[src/rtl/ccp_pkg.sv]
package ccp_pkg;
  localparam int DW = 32;
  localparam int IM_W = 8;
  localparam int IRQ_TX_BIT = 2;
  localparam int IRQ_RX_BIT = 3;
  localparam int IRQ_TMR_BIT = 7;

  typedef enum logic [3:0] {
    REG_NONE, REG_ULOCAL, REG_BADV, REG_COUNT, REG_COMPARE,
    REG_STATUS, REG_CAUSE, REG_EPC, REG_EBASE, REG_CONFIG
  } cop_reg_e;

  function automatic cop_reg_e ccp_decode(input logic [4:0] num, input logic [2:0] sel);
    case ({num, sel})
      {5'd4,  3'd2}: return REG_ULOCAL;
      {5'd8,  3'd0}: return REG_BADV;
      {5'd9,  3'd0}: return REG_COUNT;
      {5'd11, 3'd0}: return REG_COMPARE;
      {5'd12, 3'd0}: return REG_STATUS;
      {5'd13, 3'd0}: return REG_CAUSE;
      {5'd14, 3'd0}: return REG_EPC;
      {5'd15, 3'd1}: return REG_EBASE;
      {5'd16, 3'd0}: return REG_CONFIG;
      default:       return REG_NONE;
    endcase
  endfunction
endpackage

[src/rtl/ccp_timer.sv]
module ccp_timer #(
  parameter int W = 32,
  parameter logic [W-1:0] CMP_RESET = '1
) (
  input  logic         clk,
  input  logic         rst,
  input  logic         cnt_wr,
  input  logic         cmp_wr,
  input  logic [W-1:0] wdata,
  output logic [W-1:0] count,
  output logic [W-1:0] compare,
  output logic         pend
);
  always_ff @(posedge clk) begin
    if (rst) begin
      count   <= '0;
      compare <= CMP_RESET;
      pend    <= 1'b0;
    end else begin
      count <= cnt_wr ? wdata : count + 1'b1;
      if (cmp_wr) compare <= wdata;
      if (cmp_wr) pend <= 1'b0;
      else if (count == compare) pend <= 1'b1;
    end
  end

  assert_count_step_R4: assert property (@(posedge clk) disable iff (rst)
    !cnt_wr |=> count == $past(count) + 1'b1);
  assert_timer_hold_R5: assert property (@(posedge clk) disable iff (rst)
    pend && !cmp_wr |=> pend);
  assert_timer_rise_R5: assert property (@(posedge clk) disable iff (rst)
    $rose(pend) |-> $past(count == compare));
endmodule

[src/rtl/ccp_irq_gate.sv]
module ccp_irq_gate #(
  parameter int N = 8
) (
  input  logic [N-1:0] pend,
  input  logic [N-1:0] mask,
  input  logic         ie,
  input  logic         exl,
  input  logic         ex_valid,
  output logic         take
);
  logic [N-1:0] live;
  always_comb begin
    live = pend & mask;
    take = ex_valid && ie && !exl && (|live);
  end
endmodule

[src/rtl/ccp_core.sv]
module ccp_core import ccp_pkg::*; #(
  parameter logic [31:0] EBASE_RESET  = 32'h8000_0000,
  parameter logic [31:0] CONFIG_VALUE = 32'h8000_0000,
  parameter logic [11:0] VEC_OFFSET   = 12'h180
) (
  input  logic          clk,
  input  logic          rst,
  input  logic [4:0]    acc_num,
  input  logic [2:0]    acc_sel,
  input  logic          acc_wr,
  input  logic [DW-1:0] acc_wdata,
  output logic [DW-1:0] acc_rdata,
  input  logic          irq_tx_ready,
  input  logic          irq_rx_ready,
  input  logic          ex_valid,
  input  logic [DW-1:0] ex_pc,
  input  logic          eret_req,
  input  logic          fault_strobe,
  input  logic [DW-1:0] fault_addr,
  output logic          redirect,
  output logic [DW-1:0] redirect_pc
);
  localparam int EB_LO = 12;
  localparam int EB_HI = 29;
  localparam int IM_LSB = 8;

  cop_reg_e sel_reg;
  logic wr_cnt, wr_cmp, wr_st, wr_epc, wr_ul, wr_eb;
  logic [DW-1:0] count, compare, ulocal, badv, epc, ebase_rd, status_rd, cause_rd, vec;
  logic [EB_HI-EB_LO:0] ebase_mid;
  logic [IM_W-1:0] im, hw_pend;
  logic ie, exl, tmr_pend, take;

  always_comb begin
    sel_reg = ccp_decode(acc_num, acc_sel);
    wr_cnt  = acc_wr && (sel_reg == REG_COUNT);
    wr_cmp  = acc_wr && (sel_reg == REG_COMPARE);
    wr_st   = acc_wr && (sel_reg == REG_STATUS);
    wr_epc  = acc_wr && (sel_reg == REG_EPC);
    wr_ul   = acc_wr && (sel_reg == REG_ULOCAL);
    wr_eb   = acc_wr && (sel_reg == REG_EBASE);
    hw_pend = '0;
    hw_pend[IRQ_TX_BIT]  = irq_tx_ready;
    hw_pend[IRQ_RX_BIT]  = irq_rx_ready;
    hw_pend[IRQ_TMR_BIT] = tmr_pend;
    status_rd = {16'h0, im, 6'h0, exl, ie};
    cause_rd  = {16'h0, hw_pend, 8'h0};
    ebase_rd  = {EBASE_RESET[31:30], ebase_mid, 12'h0};
    vec       = {ebase_rd[31:12], VEC_OFFSET};
  end

  ccp_timer #(.W(DW), .CMP_RESET({DW{1'b1}})) u_timer (
    .clk(clk), .rst(rst), .cnt_wr(wr_cnt), .cmp_wr(wr_cmp), .wdata(acc_wdata),
    .count(count), .compare(compare), .pend(tmr_pend)
  );

  ccp_irq_gate #(.N(IM_W)) u_gate (
    .pend(hw_pend), .mask(im), .ie(ie), .exl(exl), .ex_valid(ex_valid), .take(take)
  );

  always_ff @(posedge clk) begin
    if (rst) begin
      ie          <= 1'b0;
      exl         <= 1'b0;
      im          <= '0;
      epc         <= '0;
      ulocal      <= '0;
      badv        <= '0;
      ebase_mid   <= EBASE_RESET[EB_HI:EB_LO];
      redirect    <= 1'b0;
      redirect_pc <= '0;
      acc_rdata   <= '0;
    end else begin
      redirect    <= take || eret_req;
      redirect_pc <= take ? vec : epc;
      if (take) begin
        exl <= 1'b1;
        epc <= ex_pc;
      end else begin
        if (eret_req) exl <= 1'b0;
        else if (wr_st) begin
          ie  <= acc_wdata[0];
          exl <= acc_wdata[1];
          im  <= acc_wdata[IM_LSB +: IM_W];
        end
        if (wr_epc) epc <= acc_wdata;
      end
      if (wr_ul) ulocal <= acc_wdata;
      if (wr_eb) ebase_mid <= acc_wdata[EB_HI:EB_LO];
      if (fault_strobe) badv <= fault_addr;
      case (sel_reg)
        REG_ULOCAL:  acc_rdata <= ulocal;
        REG_BADV:    acc_rdata <= badv;
        REG_COUNT:   acc_rdata <= count;
        REG_COMPARE: acc_rdata <= compare;
        REG_STATUS:  acc_rdata <= status_rd;
        REG_CAUSE:   acc_rdata <= cause_rd;
        REG_EPC:     acc_rdata <= epc;
        REG_EBASE:   acc_rdata <= ebase_rd;
        REG_CONFIG:  acc_rdata <= CONFIG_VALUE;
        default:     acc_rdata <= '0;
      endcase
    end
  end

  assert_entry_exl_R8: assert property (@(posedge clk) disable iff (rst)
    take |=> exl);
  assert_entry_epc_R8: assert property (@(posedge clk) disable iff (rst)
    take |=> epc == $past(ex_pc));
  assert_entry_vector_R8: assert property (@(posedge clk) disable iff (rst)
    take |=> redirect && redirect_pc == $past(vec));
  assert_return_R9: assert property (@(posedge clk) disable iff (rst)
    eret_req && !take |=> !exl && redirect && redirect_pc == $past(epc));
  assert_fault_hold_R10: assert property (@(posedge clk) disable iff (rst)
    !fault_strobe |=> $stable(badv));
  assert_single_entry_R11: assert property (@(posedge clk) disable iff (rst)
    take |=> !take);
endmodule

[config.mk]
export PLATFORM = sky130hd
export DESIGN_NAME = ccp_core
export DESIGN_NICKNAME = d
export VERILOG_FILES = /design/src/rtl/ccp_pkg.sv /design/src/rtl/ccp_timer.sv /design/src/rtl/ccp_irq_gate.sv /design/src/rtl/ccp_core.sv
export SDC_FILE = /design/constraint.sdc
export NUM_CORES = 1
export LEC_CHECK = 0
export BUFFER_PORTS_ARGS = -buffer_cell sky130_fd_sc_hd__buf_2
export CAP_MARGIN = 20
export CORE_ASPECT_RATIO = 0.6
export CORE_MARGIN = 1
export CORE_UTILIZATION = 40
export DETAILED_ROUTE_END_ITERATION = 8
export GPL_ROUTABILITY_DRIVEN = 0
export PLACE_DENSITY = 0.68
export SYNTH_ARGS = -nofsm -noshare
export SYNTH_HDL_FRONTEND = slang
export SYNTH_SLANG_ARGS = --single-unit
[constraint.sdc]
create_clock -name clk -period 6.2 [get_ports clk]
set_input_delay 0.93 -clock clk [delete_from_list [all_inputs] [get_ports clk]]
set_output_delay 0.93 -clock clk [all_outputs]
set_load 0.02 [all_outputs]
==> run_results.csv, run 1 <==
group,metric,value,unit
status,status,"finished clean",
synthesis,synth_warn,0,
synthesis,post_synth_edffs,0,
cts,clk_latency_worst_skew_pair,0.55,ns
placement,port_buffers,176,
setup_path,cp-end-kind,"flip-flop",
cells_and_area,final_cells,1796,
routing,num_vias,10410,
global_route,grt-ovfl-total,0,
setup_path,worst_ep_arrival_time,3.80,ns
synthesis,synth_compound_gate_area_share,16.6,%
global_route,vias_in_the_first_global_route,9724,
cts,clock_tree.buffer_depth,3,
global_route,grt_antenna_before_repair,0,
synthesis,synth.lib_cells_used.distinct,54,
synthesis,synth.cells.most_frequent,"254 x sky130_fd_sc_hd__dfxtp_1, 245 x sky130_fd_sc_hd__nand2_1, 142 x sky130_fd_sc_hd__nor2_1, 84 x sky130_fd_sc_hd__clkbuf_1, 81 x sky130_fd_sc_hd__a21oi_1",
sta,worst_slew_pin_slew,1.08,ns
routing,detailedRoute.firstIterationViolations,1250,
routing,ant_nets,0,
cts,h_tree_levels,1,
global_route,grt_max_degree,120,
setup_path,path_max_fanout,31,
die,die_area,28400,um2
synthesis,post_synth_instance_area,11100,um2
cts,cts_buffers,24,
synthesis,synthXorXnorAreaFrac,4.90,%
cells_and_area,fin_nets,1531,
synthesis,postSynthAreaPerCell,8.50,um2
sta,final_clock_period_utilization_by_the_worst_path,54.6,%
sta,clock_skew,0.0303,ns
sta,rsz0062_at_grt,"false",
cts,cts_resized,0,
power_and_ir_drop,power.ir.vdd_worst,178,uV
cts,cts.reportedPaths.clkPinSlew,0.06,ns
setup_path,cp_max_stage_delay,0.61,ns
placement,post-dp-hpwl,26.1,mm
placement,number_of_cells_after_detailed_placement,1749,
cells_and_area,final_layout_size_suffix_gt1_share,18.5,%
routing,remaining_drc_errors,0,
cells_and_area,insertedDiodeCount,0,
routing,routed_wirelength,37.7,mm
setup_path,critPathRequiredTime,6.62,ns
die,start_util,41.3,%
synthesis,synth_cells,1303,
synthesis,synth-adder-area-share,0.113,%
synthesis,post_synth_and_or_nand_nor_area_fraction,23.7,%
cts,tritoncts_num_sinks,254,
synthesis,number_of_nets_produced_by_synthesis,1416,
sta,final-max-slew-violation-count,0,
setup_path,path_cells,"buf_2, nand2_1, nor3_4, buf_4, and2_1, buf_4, nand2_1, a311oi_1",
setup_path,timing.setup.critical_path_class,"input port to flip-flop",
sta,timing.fmax,296,MHz
synthesis,sequential_cell_area_fraction_in_the_yosys_report,45.9,%
power_and_ir_drop,power.static_leakage,4.82,nW
die,coreArea,26800,um2
setup_path,crit_slowest_cell,"sky130_fd_sc_hd__buf_2",
synthesis,synth_area_leaders,"sky130_fd_sc_hd__dfxtp_1 46%, sky130_fd_sc_hd__nand2_1 8.3%, sky130_fd_sc_hd__nor2_1 4.8%, sky130_fd_sc_hd__mux2i_1 4.2%, sky130_fd_sc_hd__a22oi_1 4.2%",
routing,route.detailed.vias_per_inst,5.80,
power_and_ir_drop,pwr_density_cell,254,nW/um2
setup_path,crit_path_start_kind,"input port",
die,top_level_pins,177,
min_path,hold_path_class,"flip-flop to flip-flop",
sta,final_period_demand_of_the_worst_path,3.38,ns
cts,cts_hold_buf,0,
synthesis,post-synth-top-count-cell,"sky130_fd_sc_hd__dfxtp_1",
die,die_h,131,um
sta,slew_headroom,28.2,%
synthesis,synth_top_family_by_area,"simple AND/OR/NAND/NOR gates",
cts,clock-root-buffer,"sky130_fd_sc_hd__clkbuf_16",
synthesis,synth.top_cell.area_share,45.9,%
synthesis,synth.area.mux_share,4.45,%
cts,postCtsSetupBuffers,0,
die,die-width,217,um
cells_and_area,syn_to_final_growth,16.9,%
synthesis,synthArstFlopShare,0,%
die,num_rows,46,
synthesis,ys_dominant_reg_cell,"sky130_fd_sc_hd__dfxtp_1",
global_route,grt_util_all_layers,26.3,%
routing,routed_wire_length_per_instance,21.0,um
global_route,grt_pass1_wl,57.4,mm
cts,tritoncts_clock_tree,"built",
run,drv.max_cap_violation_count,0,
sta,totalNegativeSetupSlack,0,ns
routing,detail_route.first_pass.iterations,6,
synthesis,yosysTopAreaCell,"sky130_fd_sc_hd__dfxtp_1",
sta,final_report_setup_violation_count,0,
sta,final_hold_viol_count,0,
synthesis,yosys_register_bits,254,
state kept, by name, summed over array words and instances, names as in the netlist:
| register | count |
|---|---|
| acc_rdata | 32 |
| u_timer.compare | 32 |
| ebase_mid | 18 |
| u_timer.pend | 1 |
| epc | 32 |
| ulocal | 32 |
| u_timer.count | 32 |
| redirect_pc | 32 |
| ie | 1 |
| exl | 1 |
| redirect | 1 |
| badv | 32 |
| im | 8 |
logic make-up after synthesis:
group | Yosys count
multiplexers | 49
flip-flops | 254
XOR/XNOR | 62
adder cells (fa/ha/maj) | 1
buffers and inverters | 115
AND/OR/NAND/NOR | 564
AO/OA/AOI/OAI | 258
worst max-delay path: cells and delay by family:
kind                   cells  cell delay (ns)
buffers and inverters      3             1.28
AO/OA/AOI/OAI              1             0.28
AND/OR/NAND/NOR            4             1.27
cell type report:
cell class / count / area, um2
clock buffers: 35 / 682
clock inverters: 9 / 81.3
fillers: 2652 / 13900
inverters: 4 / 15.0
multi-input cells: 934 / 5520
flip-flops and latches: 254 / 5080
well taps: 360 / 450
repair buffers: 200 / 1110
metrics by stage:
stage	instance area (um2)	utilization [%]	hold slack, ns	worst slack (ns)	power (mW)
detailed placement	12100	45.2	0.447	2.38	1.86
global placement	12100	45.2	0.441	2.58	1.86
global route	12900	48.2	0.473	2.65	3.39
floorplan	11100	-	0.436	3.56	1.77
CTS	12900	48.0	0.455	2.94	3.31
finish	12900	48.2	0.456	2.82	3.29
layer usage:
metal | GRT usage (%) | vias to the layer above | share of wire [%]
li1 | - | 4818 | -
met1 | 39.5 | 4974 | 47
met2 | 37.4 | 567 | 40
met3 | 6.69 | 51 | 11
met4 | 5.43 | 0 | 1.6
met5 | 1.00 | - | 0
path summary, 6_finish.rpt:
kind / start / to / slack (ns) / cells past startpoint
max: acc_num[2] / epc[13]$_SDFFE_PP0P_ / 2.82 / 8
min: ulocal[11]$_SDFFE_PP0P_ / ulocal[11]$_SDFFE_PP0P_ / 0.46 / 2
max reg2reg: u_timer.pend$_SDFFE_PP0N_ / im[6]$_SDFFE_PP0P_ / 3.40 / 5
min reg2reg: ulocal[11]$_SDFFE_PP0P_ / ulocal[11]$_SDFFE_PP0P_ / 0.46 / 2
power breakdown:
part | switching (mW) | internal, mW | leakage, nW
clock | 0.653 | 0.808 | 0.381
sequential | 0.0194 | 1.65 | 2.05
combinational | 0.105 | 0.0581 | 2.38
cells in the final DEF (no fill, tap or decap), types with 6 or more instances in the layout:
master                      count
sky130_fd_sc_hd__nand3_1       63
sky130_fd_sc_hd__nor2_1       142
sky130_fd_sc_hd__xnor2_1       42
sky130_fd_sc_hd__nor3_1         6
sky130_fd_sc_hd__buf_2        175
sky130_fd_sc_hd__nand3b_1      33
sky130_fd_sc_hd__a311oi_1      32
sky130_fd_sc_hd__dfxtp_1      254
sky130_fd_sc_hd__a22oi_1       62
sky130_fd_sc_hd__buf_4         22
sky130_fd_sc_hd__and2_1        14
sky130_fd_sc_hd__clkinv_2       7
sky130_fd_sc_hd__xor2_1        20
sky130_fd_sc_hd__o221a_1        6
sky130_fd_sc_hd__nand4_1       19
sky130_fd_sc_hd__nand2_1      244
sky130_fd_sc_hd__mux2i_1       47
sky130_fd_sc_hd__clkbuf_1       7
sky130_fd_sc_hd__a31oi_1       14
sky130_fd_sc_hd__a211oi_1      31
sky130_fd_sc_hd__a222oi_1       9
sky130_fd_sc_hd__a21oi_1       81
sky130_fd_sc_hd__or2_2          8
sky130_fd_sc_hd__clkbuf_16     24
Note: power is estimated with default switching activity, not from simulation.
==> run 2, diff against run 1 <==
clock period = 3.17 ns   (was 6.2 ns; I/O delays follow)
==> run 2 against run 1 <==
Sequential cell count stayed put. Clock skew is 0.022 ns lower. Non-clock buffer count up 12. Utilization grew 0.61 points. Power up 98%. Setup slack worse by 1.9 ns. Count of clock-buffer cells in the layout decreased by 5. First-iteration DRC count down 11%. Global-route usage is 0.74 points lower. Largest cell class unchanged. Highest routed layer unchanged.
==> run_results.csv, run 2 (synthesis results as in run 1) <==
group,metric,value,unit
status,status,"finished clean",
cts,h_tree_levels,1,
cells_and_area,fin_nets,1543,
setup_path,worst_path_dominant_cell_family,"simple AND/OR/NAND/NOR gates",
sta,rsz0062_at_grt,"false",
cells_and_area,final_layout_size_suffix_gt1_share,19.6,%
die,num_rows,46,
setup_path,worst-path-buf-inv,0,
die,start_util,41.3,%
global_route,vias_in_the_first_global_route,9428,
cells_and_area,fin_util,48.8,%
global_route,grt_antenna_before_repair,0,
global_route,grt_util_all_layers,25.6,%
die,coreArea,26800,um2
setup_path,crit_path_start_kind,"flip-flop",
sta,final_period_demand_of_the_worst_path,2.30,ns
sta,clock_skew,0.00832,ns
cts,cts_buffers,24,
global_route,grt-ovfl-total,0,
cts,cts_hold_buf,0,
cells_and_area,syn_to_final_growth,18.3,%
routing,detailedRoute.firstIterationViolations,1108,
placement,port_buffers,176,
power_and_ir_drop,pwr_density_cell,497,nW/um2
die,top_level_pins,177,
setup_path,path_cells,"ha_1, nand4_1, nor4_4, nand3_1, xor2_1, a211oi_1",
sta,final-max-slew-violation-count,0,
routing,remaining_drc_errors,0,
setup_path,timing.setup.critical_path_class,"flip-flop to flip-flop",
setup_path,path_max_fanout,9,
routing,detail_route.first_pass.iterations,7,
min_path,hold_path_class,"input port to flip-flop",
sta,final_clock_period_utilization_by_the_worst_path,72.4,%
cells_and_area,layout.cells.most_common,"sky130_fd_sc_hd__dfxtp_1",
sta,timing.fmax,436,MHz
sta,final.hold.worst_slack,0.172,ns
cts,clk_latency_worst_skew_pair,0.54,ns
power_and_ir_drop,power.total,6.51,mW
cts,cts.reportedPaths.clkPinSlew,0.07,ns
cts,cts_resized,0,
global_route,grt_max_degree,140,
setup_path,cp_max_stage_delay,0.64,ns
routing,num_vias,10310,
power_and_ir_drop,power.static_leakage,4.90,nW
cts,tritoncts_clock_tree,"built",
cells_and_area,final_cell_mix,"254 x sky130_fd_sc_hd__dfxtp_1, 244 x sky130_fd_sc_hd__nand2_1, 175 x sky130_fd_sc_hd__buf_2, 142 x sky130_fd_sc_hd__nor2_1, 81 x sky130_fd_sc_hd__a21oi_1",
setup_path,critPathRequiredTime,3.62,ns
global_route,grt_pass1_wl,56.0,mm
cts,clock-root-buffer,"sky130_fd_sc_hd__clkbuf_16",
routing,route.detailed.vias_per_inst,5.70,
routing,routed_wire_length_per_instance,20.3,um
power_and_ir_drop,power.ir.vdd_worst,304,uV
sta,totalNegativeSetupSlack,0,ns
sta,final_hold_viol_count,0,
placement,post-dp-hpwl,26.1,mm
setup_path,worst-r2r-setup-slack,0.87,ns
routing,routed_wirelength,36.8,mm
setup_path,crit_slowest_cell,"sky130_fd_sc_hd__nor4_4",
cts,clock_tree.buffer_depth,3,
cells_and_area,insertedDiodeCount,0,
sta,slew_headroom,26.8,%
routing,ant_nets,0,
cts,postCtsSetupBuffers,0,
setup_path,worst_ep_arrival_time,2.75,ns
run,drv.max_cap_violation_count,0,
setup_path,cp-end-kind,"flip-flop",
cts,tritoncts_num_sinks,254,
sta,final_report_setup_violation_count,0,
sta,worst_slew_pin_slew,1.10,ns
die,die-width,217,um
die,die_area,28400,um2
die,die_h,131,um
==> run 2: worst paths after layout <==
| check | startpoint | endpoint | cells past startpoint |
|---|---|---|---|
| max | u_timer.count[0]$_SDFF_PP0_ | u_timer.count[30]$_SDFF_PP0_ | 6 |
| min | fault_addr[10] | badv[10]$_SDFFE_PP0P_ | 3 |
| max reg2reg | u_timer.count[0]$_SDFF_PP0_ | u_timer.count[30]$_SDFF_PP0_ | 6 |
| min reg2reg | ulocal[30]$_SDFFE_PP0P_ | ulocal[30]$_SDFFE_PP0P_ | 2 |
==> run 2: layout make-up <==
| type | instances | area [um2] |
|---|---|---|
| Clock inverter | 14 | 116 |
| Clock buffer | 30 | 684 |
| Inverter | 4 | 15.0 |
| Timing Repair Buffer | 212 | 1230 |
| Multi-Input combinational cell | 934 | 5520 |
| Sequential cell | 254 | 5080 |
| Fill cell | 2613 | 13700 |
| Tap cell | 360 | 450 |
==> run 2: stage by stage <==
stage,cell area (um2),worst slack [ns],instances
3_5_place_dp,12300,0.556,1764
5_1_grt,13100,0.724,1808
2_1_floorplan,11100,0.982,1303
3_3_place_gp,12300,0.588,1764
4_1_cts,13100,0.918,1808
6_report,13100,0.874,1808
==> run 2: power by group <==
group | leakage [nW] | switching, mW | total (mW) | internal (mW)
Combinational | 2.46 | 0.206 | 0.325 | 0.119
Sequential | 2.05 | 0.0380 | 3.26 | 3.22
Clock | 0.389 | 1.30 | 2.93 | 1.63
Total | 4.90 | 1.55 | 6.51 | 4.97
==> run 2: routing by layer <==
layer,vias to the layer above,share of wire [%],track usage (%)
met4,0,1.2,4.14
met5,-,0,0
li1,4834,-,-
met3,38,11,7.92
met2,514,39,35.9
met1,4924,48,38.3
==> run 2: tightest hold or removal path: cells and delay by family <==
kind / cells / cell delay (ns)
simple gates: 1 / 0.07
mux: 1 / 0.05
buf+inv: 1 / 0.08
